--- src/rtl/irq_flag_pkg.sv ---
package irq_flag_pkg;
  localparam int REG_W       = 8;
  localparam int NUM_MAIN    = 5;
  localparam int B_MAIN_EN   = 0;
  localparam int B_AUX_EN    = 1;
  localparam int B_MAIN_ACK  = 2;
  localparam int B_AUX_ACK   = 3;
  localparam int B_MAIN_FLAG = 4;
  localparam int B_AUX_FLAG  = 5;

  typedef struct packed {
    logic aux_en;
    logic main_en;
  } irq_en_t;
endpackage

--- src/rtl/pin_sync.sv ---
module pin_sync #(
  parameter int W = 1
) (
  input  logic         clk_i,
  input  logic         rst_ni,
  input  logic [W-1:0] d_i,
  output logic [W-1:0] q_o
);
  logic [W-1:0] s1_q, s2_q;

  // idle-high pins: reset to 1 so no false edge after reset
  always_ff @(posedge clk_i or negedge rst_ni) begin
    if (!rst_ni) begin
      s1_q <= '1;
      s2_q <= '1;
    end else begin
      s1_q <= d_i;
      s2_q <= s1_q;
    end
  end

  assign q_o = s2_q;
endmodule

--- src/rtl/fall_det.sv ---
module fall_det #(
  parameter int W = 1
) (
  input  logic         clk_i,
  input  logic         rst_ni,
  input  logic [W-1:0] lvl_i,
  output logic [W-1:0] fall_o
);
  logic [W-1:0] prev_q;

  always_ff @(posedge clk_i or negedge rst_ni) begin
    if (!rst_ni) prev_q <= '1;
    else         prev_q <= lvl_i;
  end

  for (genvar i = 0; i < W; i++) begin : g_bit
    assign fall_o[i] = prev_q[i] & ~lvl_i[i];
  end
endmodule

--- src/rtl/pend_flag.sv ---
module pend_flag (
  input  logic clk_i,
  input  logic rst_ni,
  input  logic set_i,
  input  logic clr_i,
  output logic flag_o
);
  // set has priority over clear
  always_ff @(posedge clk_i or negedge rst_ni) begin
    if (!rst_ni)     flag_o <= 1'b0;
    else if (set_i)  flag_o <= 1'b1;
    else if (clr_i)  flag_o <= 1'b0;
  end
endmodule

--- src/rtl/irq_flag_ctrl.sv ---
module irq_flag_ctrl
  import irq_flag_pkg::*;
#(
  parameter int N_MAIN = NUM_MAIN
) (
  input  logic              clk_i,
  input  logic              rst_ni,
  input  logic              level_mode_i,
  input  logic [N_MAIN-1:0] main_pins_ni,
  input  logic              aux_pin_ni,
  input  logic              vec_fetch_i,
  input  logic              wr_en_i,
  input  logic [REG_W-1:0]  wr_data_i,
  output logic [REG_W-1:0]  rd_data_o,
  output logic              irq_o
);
  localparam int NP = N_MAIN + 1;

  logic [NP-1:0] pins_sync, pins_fall;
  logic          main_set, main_clr, aux_set, aux_clr;
  logic          main_flag, aux_flag;
  irq_en_t       en_q;
  logic          unused_wr_bits;

  pin_sync #(.W(NP)) u_sync (
    .clk_i (clk_i),
    .rst_ni(rst_ni),
    .d_i   ({aux_pin_ni, main_pins_ni}),
    .q_o   (pins_sync)
  );

  fall_det #(.W(NP)) u_fall (
    .clk_i (clk_i),
    .rst_ni(rst_ni),
    .lvl_i (pins_sync),
    .fall_o(pins_fall)
  );

  assign main_set = level_mode_i ? ~&pins_sync[N_MAIN-1:0]
                                 : |pins_fall[N_MAIN-1:0];
  assign aux_set  = pins_fall[N_MAIN];

  // auto-clear on vector fetch is blocked while aux source enabled
  assign main_clr = (wr_en_i & wr_data_i[B_MAIN_ACK]) | (vec_fetch_i & ~en_q.aux_en);
  assign aux_clr  = wr_en_i & wr_data_i[B_AUX_ACK];

  pend_flag u_main_flag (
    .clk_i (clk_i),
    .rst_ni(rst_ni),
    .set_i (main_set),
    .clr_i (main_clr),
    .flag_o(main_flag)
  );

  pend_flag u_aux_flag (
    .clk_i (clk_i),
    .rst_ni(rst_ni),
    .set_i (aux_set),
    .clr_i (aux_clr),
    .flag_o(aux_flag)
  );

  always_ff @(posedge clk_i or negedge rst_ni) begin
    if (!rst_ni) begin
      en_q <= '0;
    end else if (wr_en_i) begin
      en_q.main_en <= wr_data_i[B_MAIN_EN];
      en_q.aux_en  <= wr_data_i[B_AUX_EN];
    end
  end

  assign unused_wr_bits = ^{wr_data_i[REG_W-1:B_MAIN_FLAG]};

  always_comb begin
    rd_data_o              = '0;
    rd_data_o[B_MAIN_EN]   = en_q.main_en;
    rd_data_o[B_AUX_EN]    = en_q.aux_en;
    rd_data_o[B_MAIN_FLAG] = main_flag;
    rd_data_o[B_AUX_FLAG]  = aux_flag;
  end

  assign irq_o = (main_flag & en_q.main_en) | (aux_flag & en_q.aux_en);
endmodule

--- config.mk ---
export PLATFORM = sky130hd
export DESIGN_NAME = irq_flag_ctrl
export DESIGN_NICKNAME = d
export VERILOG_FILES = /design/src/rtl/irq_flag_pkg.sv /design/src/rtl/pin_sync.sv /design/src/rtl/fall_det.sv /design/src/rtl/pend_flag.sv /design/src/rtl/irq_flag_ctrl.sv
export SDC_FILE = /design/constraint.sdc
export NUM_CORES = 1
export LEC_CHECK = 0
export BUFFER_PORTS_ARGS = -buffer_cell sky130_fd_sc_hd__clkbuf_2
export CORE_MARGIN = 8
export CORE_UTILIZATION = 40
export CTS_BUF_LIST = sky130_fd_sc_hd__clkbuf_16
export DETAILED_ROUTE_END_ITERATION = 6
export PLACE_DENSITY = 0.65
export SLEW_MARGIN = 20
export SYNTH_ARGS = -nofsm -noshare
export SYNTH_HDL_FRONTEND = slang
export SYNTH_SLANG_ARGS = --single-unit
--- constraint.sdc ---
create_clock -name clk_i -period 1.7 [get_ports clk_i]
set_clock_uncertainty 0.15 [all_clocks]
set_input_delay 0.17 -clock clk_i [delete_from_list [all_inputs] [get_ports clk_i]]
set_output_delay 0.17 -clock clk_i [all_outputs]
set_load 0.005 [all_outputs]
Word level (Yosys, flattened, before mapping):

Cells that the tools add are included.

* bits of input ports: 19
* output and inout bits: 9
* logic and storage cells: 37
* register bits: 22

* reductions and logical operators: 5
* muxes and demuxes: 5
* bitwise logic cells: 20

Operators with widths (number)
* 1-bit bitwise AND: 11
* 1-bit inverter: 7
* 1-bit 2-to-1 mux: 5
* 5-bit AND reduction: 1
* 5-bit OR reduction: 1
* 2-bit nonzero test: 2
* 1-bit bitwise OR: 2
* 1-bit logical NOT: 1

Logic depth before layout (Yosys ltp):

* depth in word-level cells: 5
* depth in mapped cells: 4
* gate-level depth less buffers: 4

Cells and area by module:

Synthesis repeated with hierarchy kept, for this count alone.

* cell total of the unflattened synthesis: 51
* area, all modules: 813.3 um^2

Modules (own cells, without submodules)
* pin_sync: cells each 12, seq. area each 315.3 um^2, times used 1, area each 315.3 um^2
* fall_det: cells each 12, seq. area each 157.7 um^2, times used 1, area each 240.2 um^2
* irq_flag_ctrl: cells each 21, seq. area each 50.0 um^2, times used 1, area each 185.2 um^2
* pend_flag: cells each 3, seq. area each 25.0 um^2, times used 2, area each 36.3 um^2

Worst setup path before layout:

No wires, ideal clock.

* kind: flip-flop to flip-flop
* from: reg u_sync.s2_q[2], in the netlist u_sync.q_o[2]
* to: reg u_main_flag.flag_o
* setup slack: 0.433 ns
* clock period less this slack: 1.267 ns
* arrival: 0.987 ns
* path buffers: 0
* stages on the path, launching flop included: 4
* required time: 1.420 ns
* library setup time: 0.130 ns
* path through: dfstp_2 -> inv_1 -> a2111oi_1 -> o21ai_1

* longest elaborated chain between the ends: 5
* elaborated cells between the ends (all ways): 8
* classes of those cells: mux: 2; bitwise: 2; reduce/logical: 4

Ends and longest elaborated chain
* start, declared: line pin_sync.sv:9 `logic [W-1:0] s1_q, s2_q;`
* start signal, assigned: line pin_sync.sv:18 `s2_q <= s1_q;`
* 1-bit inverter: line fall_det.sv:17 `assign fall_o[i] = prev_q[i] & ~lvl_i[i];`
* 1-bit bitwise AND: line fall_det.sv:17
* 5-bit OR reduction: line irq_flag_ctrl.sv:40 `: |pins_fall[N_MAIN-1:0];`
* 1-bit 2-to-1 mux (*): line irq_flag_ctrl.sv:39 `assign main_set = level_mode_i ? ~&pins_sync[N_MAIN-1:0]`
* 1-bit 2-to-1 mux / 2-bit nonzero test (equally long branches)
* end signal, assigned: line pend_flag.sv:10 `if (!rst_ni) flag_o <= 1'b0;`
* end signal, assigned: line pend_flag.sv:11 `else if (set_i) flag_o <= 1'b1;`
* end signal, assigned: line pend_flag.sv:12 `else if (clr_i) flag_o <= 1'b0;`
* end, declared: line pend_flag.sv:6 `output logic flag_o`

Every way passes the cells marked *; elsewhere a longest branch is shown, timed or not.
A chain may end at the register's enable or synchronous reset.

Worst setup path in the final report:

* from: reg u_sync.s2_q[4], in the netlist u_sync.q_o[4]
* to: reg u_main_flag.flag_o

Same word-level chain as after synthesis.

==> key figures <==
Status
  – Status: completed

Clocking
  – Setup bufs post-CTS: 0
  – Clk slew on worst S/H paths: 50 ps
  – Num CTS Buffers: 3
  – H-tree levels: 1
  – CTS Root Cell: clkbuf_16
  – Resize count post-CTS: 0
  – Clk Latency, worst-skew pair: 250 ps
  – Clk sinks: 22
  – CTS tree: yes
  – Hold_buf cts: 7
  – Longest Clk Path Bufs: 2

Placement
  – Port bufs: 19
  – Placed Instance Area: 837 µm²
  – Routability cong.: 0.720
  – Dpl hpwl: 846 µm
  – Number of placed instances, taps included: 92

STA
  – Final hold vios: 0
  – Post-layout min period: 1370 ps
  – Final-report setup violation count: 0
  – F_max: 729 MHz
  – Period Utilization, post-route: 80.7%
  – RSZ-0062 raised after global routing: no
  – Slew headroom: 66.3%
  – Slew Limit Fails: 0
  – Setup_tns: 0 ps
  – Slew @ Worst Pin: 505 ps

Floorplanning
  – Die Height: 59.1 µm
  – Die area: 0.00350 mm²
  – Site row count: 15
  – Starting density of the core: 42.7%
  – CORE AREA: 0.00175 mm²
  – Chip Width: 59.1 µm
  – # IOs: 28

Power and ir drop
  – Flop pwr share: 51.4%
  – Sw frac: 18.8%
  – Total Power: 1140 µW
  – Net Sw Power: 215 µW
  – Combinational fraction of design power: 6.8%
  – Clock power frac: 41.8%
  – Largest vdd supply drop: 0.000707 V
  – Pwr dens: 1160 mW/mm²
  – Leakage power total: 0.000459 µW
  – Internal Dissipation: 928 µW

Routing
  – DR top layer: met4
  – Final ANT Viol Nets: 0
  – Avg Vias per Cell: 4.35
  – Initial DRT Pass Iterations: 3
  – Wire length on met1: 496 µm
  – Total wire length: 1190 µm
  – Met2 wire length: 550 µm
  – Met3 wire len: 129 µm
  – 1st-iter DRT viols: 5
  – Vias: 448
  – DR DRC count: 0
  – Wire per inst: 11.5 µm

Synthesis
  – Dominant synthesized flop cell: dfstp_2
  – Synth area leaders: dfstp_2, dfrtp_1, buf_4
  – Most common cell in the netlist: dfstp_2
  – Number of synthesized flops with an enable pin: 0
  – Post-synth ARST share: 100%
  – Mapped cell area: 744 µm²
  – #FFs+latches synth: 22
  – Yosys Warn Count: 0
  – Area leader, netlist: dfstp_2
  – Share of the synthesized area in the top cell type: 63.5%
  – Most frequent cells after synthesis: dfstp_2, buf_4, inv_1, dfrtp_1, nand2_1
  – Synth cell types: 16
  – Register area share after synthesis: 77.0%
  – Synth Area per Inst: 14.6 µm²
  – Syn Inst Count: 51

Critical path
  – R2r setup slk: 330 ps
  – Critical path type: flip-flop to flip-flop
  – CP Max Fanout: 3
  – CP required: 1670 ps
  – R2R depth: 3
  – CP Launch Type: flip-flop
  – CP endpoint kind: flip-flop
  – CP arrival: 1340 ps

Min path
  – Hold Crit Depth: 2
  – Hold crit path type: input pin to flip-flop

Layout
  – Fillers: 152
  – Design area: 986 µm²
  – Ant diodes: 0
  – Share of layout cells above drive strength 1: 53.8%
  – Area Growth Syn to Fin: 32.4%
  – Layout net count: 98
  – Fin cells: 103

Global route
  – Global-route wire length before repair: 2040 µm
  – Total track usage: 7.85%
  – Pin count of the biggest net entering global routing: 23
  – Vias in the first global route: 479
  – GR Overflow Total: 0
  – Initial antenna violation count: 0

Run
  – Max-Cap Viols: 0
==> kinds of logic (layout without fill, tap and decap cells) <==
kind of cell           Yosys count  in the layout  synth area share [%]
flip-flops                      22             22                  77.0
buffers and inverters           12             36                  9.07
AND/OR/NAND/NOR                  8              8                  4.87
AO/OA/AOI/OAI                    6              6                  5.54
multiplexers                     2              2                  3.02
other                            1              4                 0.504
==> worst paths after layout <==
check | start | to
max in group asynchronous | rst_ni | u_fall.prev_q[1]$_DFF_PN1_
min reg2reg | u_sync.s1_q[1]$_DFF_PN1_ | u_sync.q_o[1]$_DFF_PN1_
min in group asynchronous | rst_ni | u_aux_flag.flag_o$_DFFE_PN0P_
min | wr_data_i[1] | rd_data_o[1]$_DFFE_PN0P_
max | u_sync.q_o[4]$_DFF_PN1_ | u_main_flag.flag_o$_DFFE_PN0P_
max reg2reg | u_sync.q_o[4]$_DFF_PN1_ | u_main_flag.flag_o$_DFFE_PN0P_
==> per-stage QoR <==
stage	util (%)	worst slack, ps	hold slack, ps
6_report	56.5	328	4.85
5_1_grt	56.5	230	7.52
4_1_cts	56.5	300	2.34
3_5_place_dp	48.0	349	9.60
3_3_place_gp	48.0	399	6.53
2_1_floorplan	-	433	-276
==> placed cells by master, fill, tap and decap left out, types with 2 or more instances in the layout <==
| cell type | count |
|---|---|
| clkbuf_2 | 19 |
| nand2_1 | 4 |
| clkbuf_16 | 3 |
| mux2_2 | 2 |
| conb_1 | 4 |
| dfstp_2 | 18 |
| o22ai_1 | 2 |
| inv_1 | 6 |
| dfrtp_1 | 4 |
| dlygate4sd3_1 | 7 |
==> state kept, by name (all words and copies together) (netlist names) <==
name and flops:
u_aux_flag.flag_o 1, u_sync.q_o 6, rd_data_o 2, u_sync.s1_q 6, u_fall.prev_q 6, u_main_flag.flag_o 1
==> layout make-up <==
type / count / area, µm² / share of cell area, %
flip-flops and latches: 22 / 573 / 58.1
repair buffers: 26 / 165 / 16.8
multi-input cells: 20 / 115 / 11.7
clock inverters: 1 / 3.75 / 0.381
inverters: 6 / 22.5 / 2.28
clock buffers: 3 / 75.1 / 7.61
well taps: 25 / 31.3 / 3.17
==> layer usage <==
metal,up-vias,track usage [%]
met5,-,0
met4,0,5.12
met3,2,3.90
met2,22,13.1
met1,216,7.46
li1,208,-
==> power groups by stage <==
stage               clock network, µW  registers [µW]  logic [µW]
CTS                               490             588        79.4
global placement                    0             593        64.5
finish                            478             587        77.9
detailed placement                  0             596        66.2
floorplan                           0             592        36.0
global route                      513             592        88.0
==> critical path: stages, from the launching register on <==
cell and delay (ps):
dfstp_2 550, o22ai_1 80, a2111oi_1 360, o21ai_1 110
No activity file was read; power rests on OpenSTA's default activity.
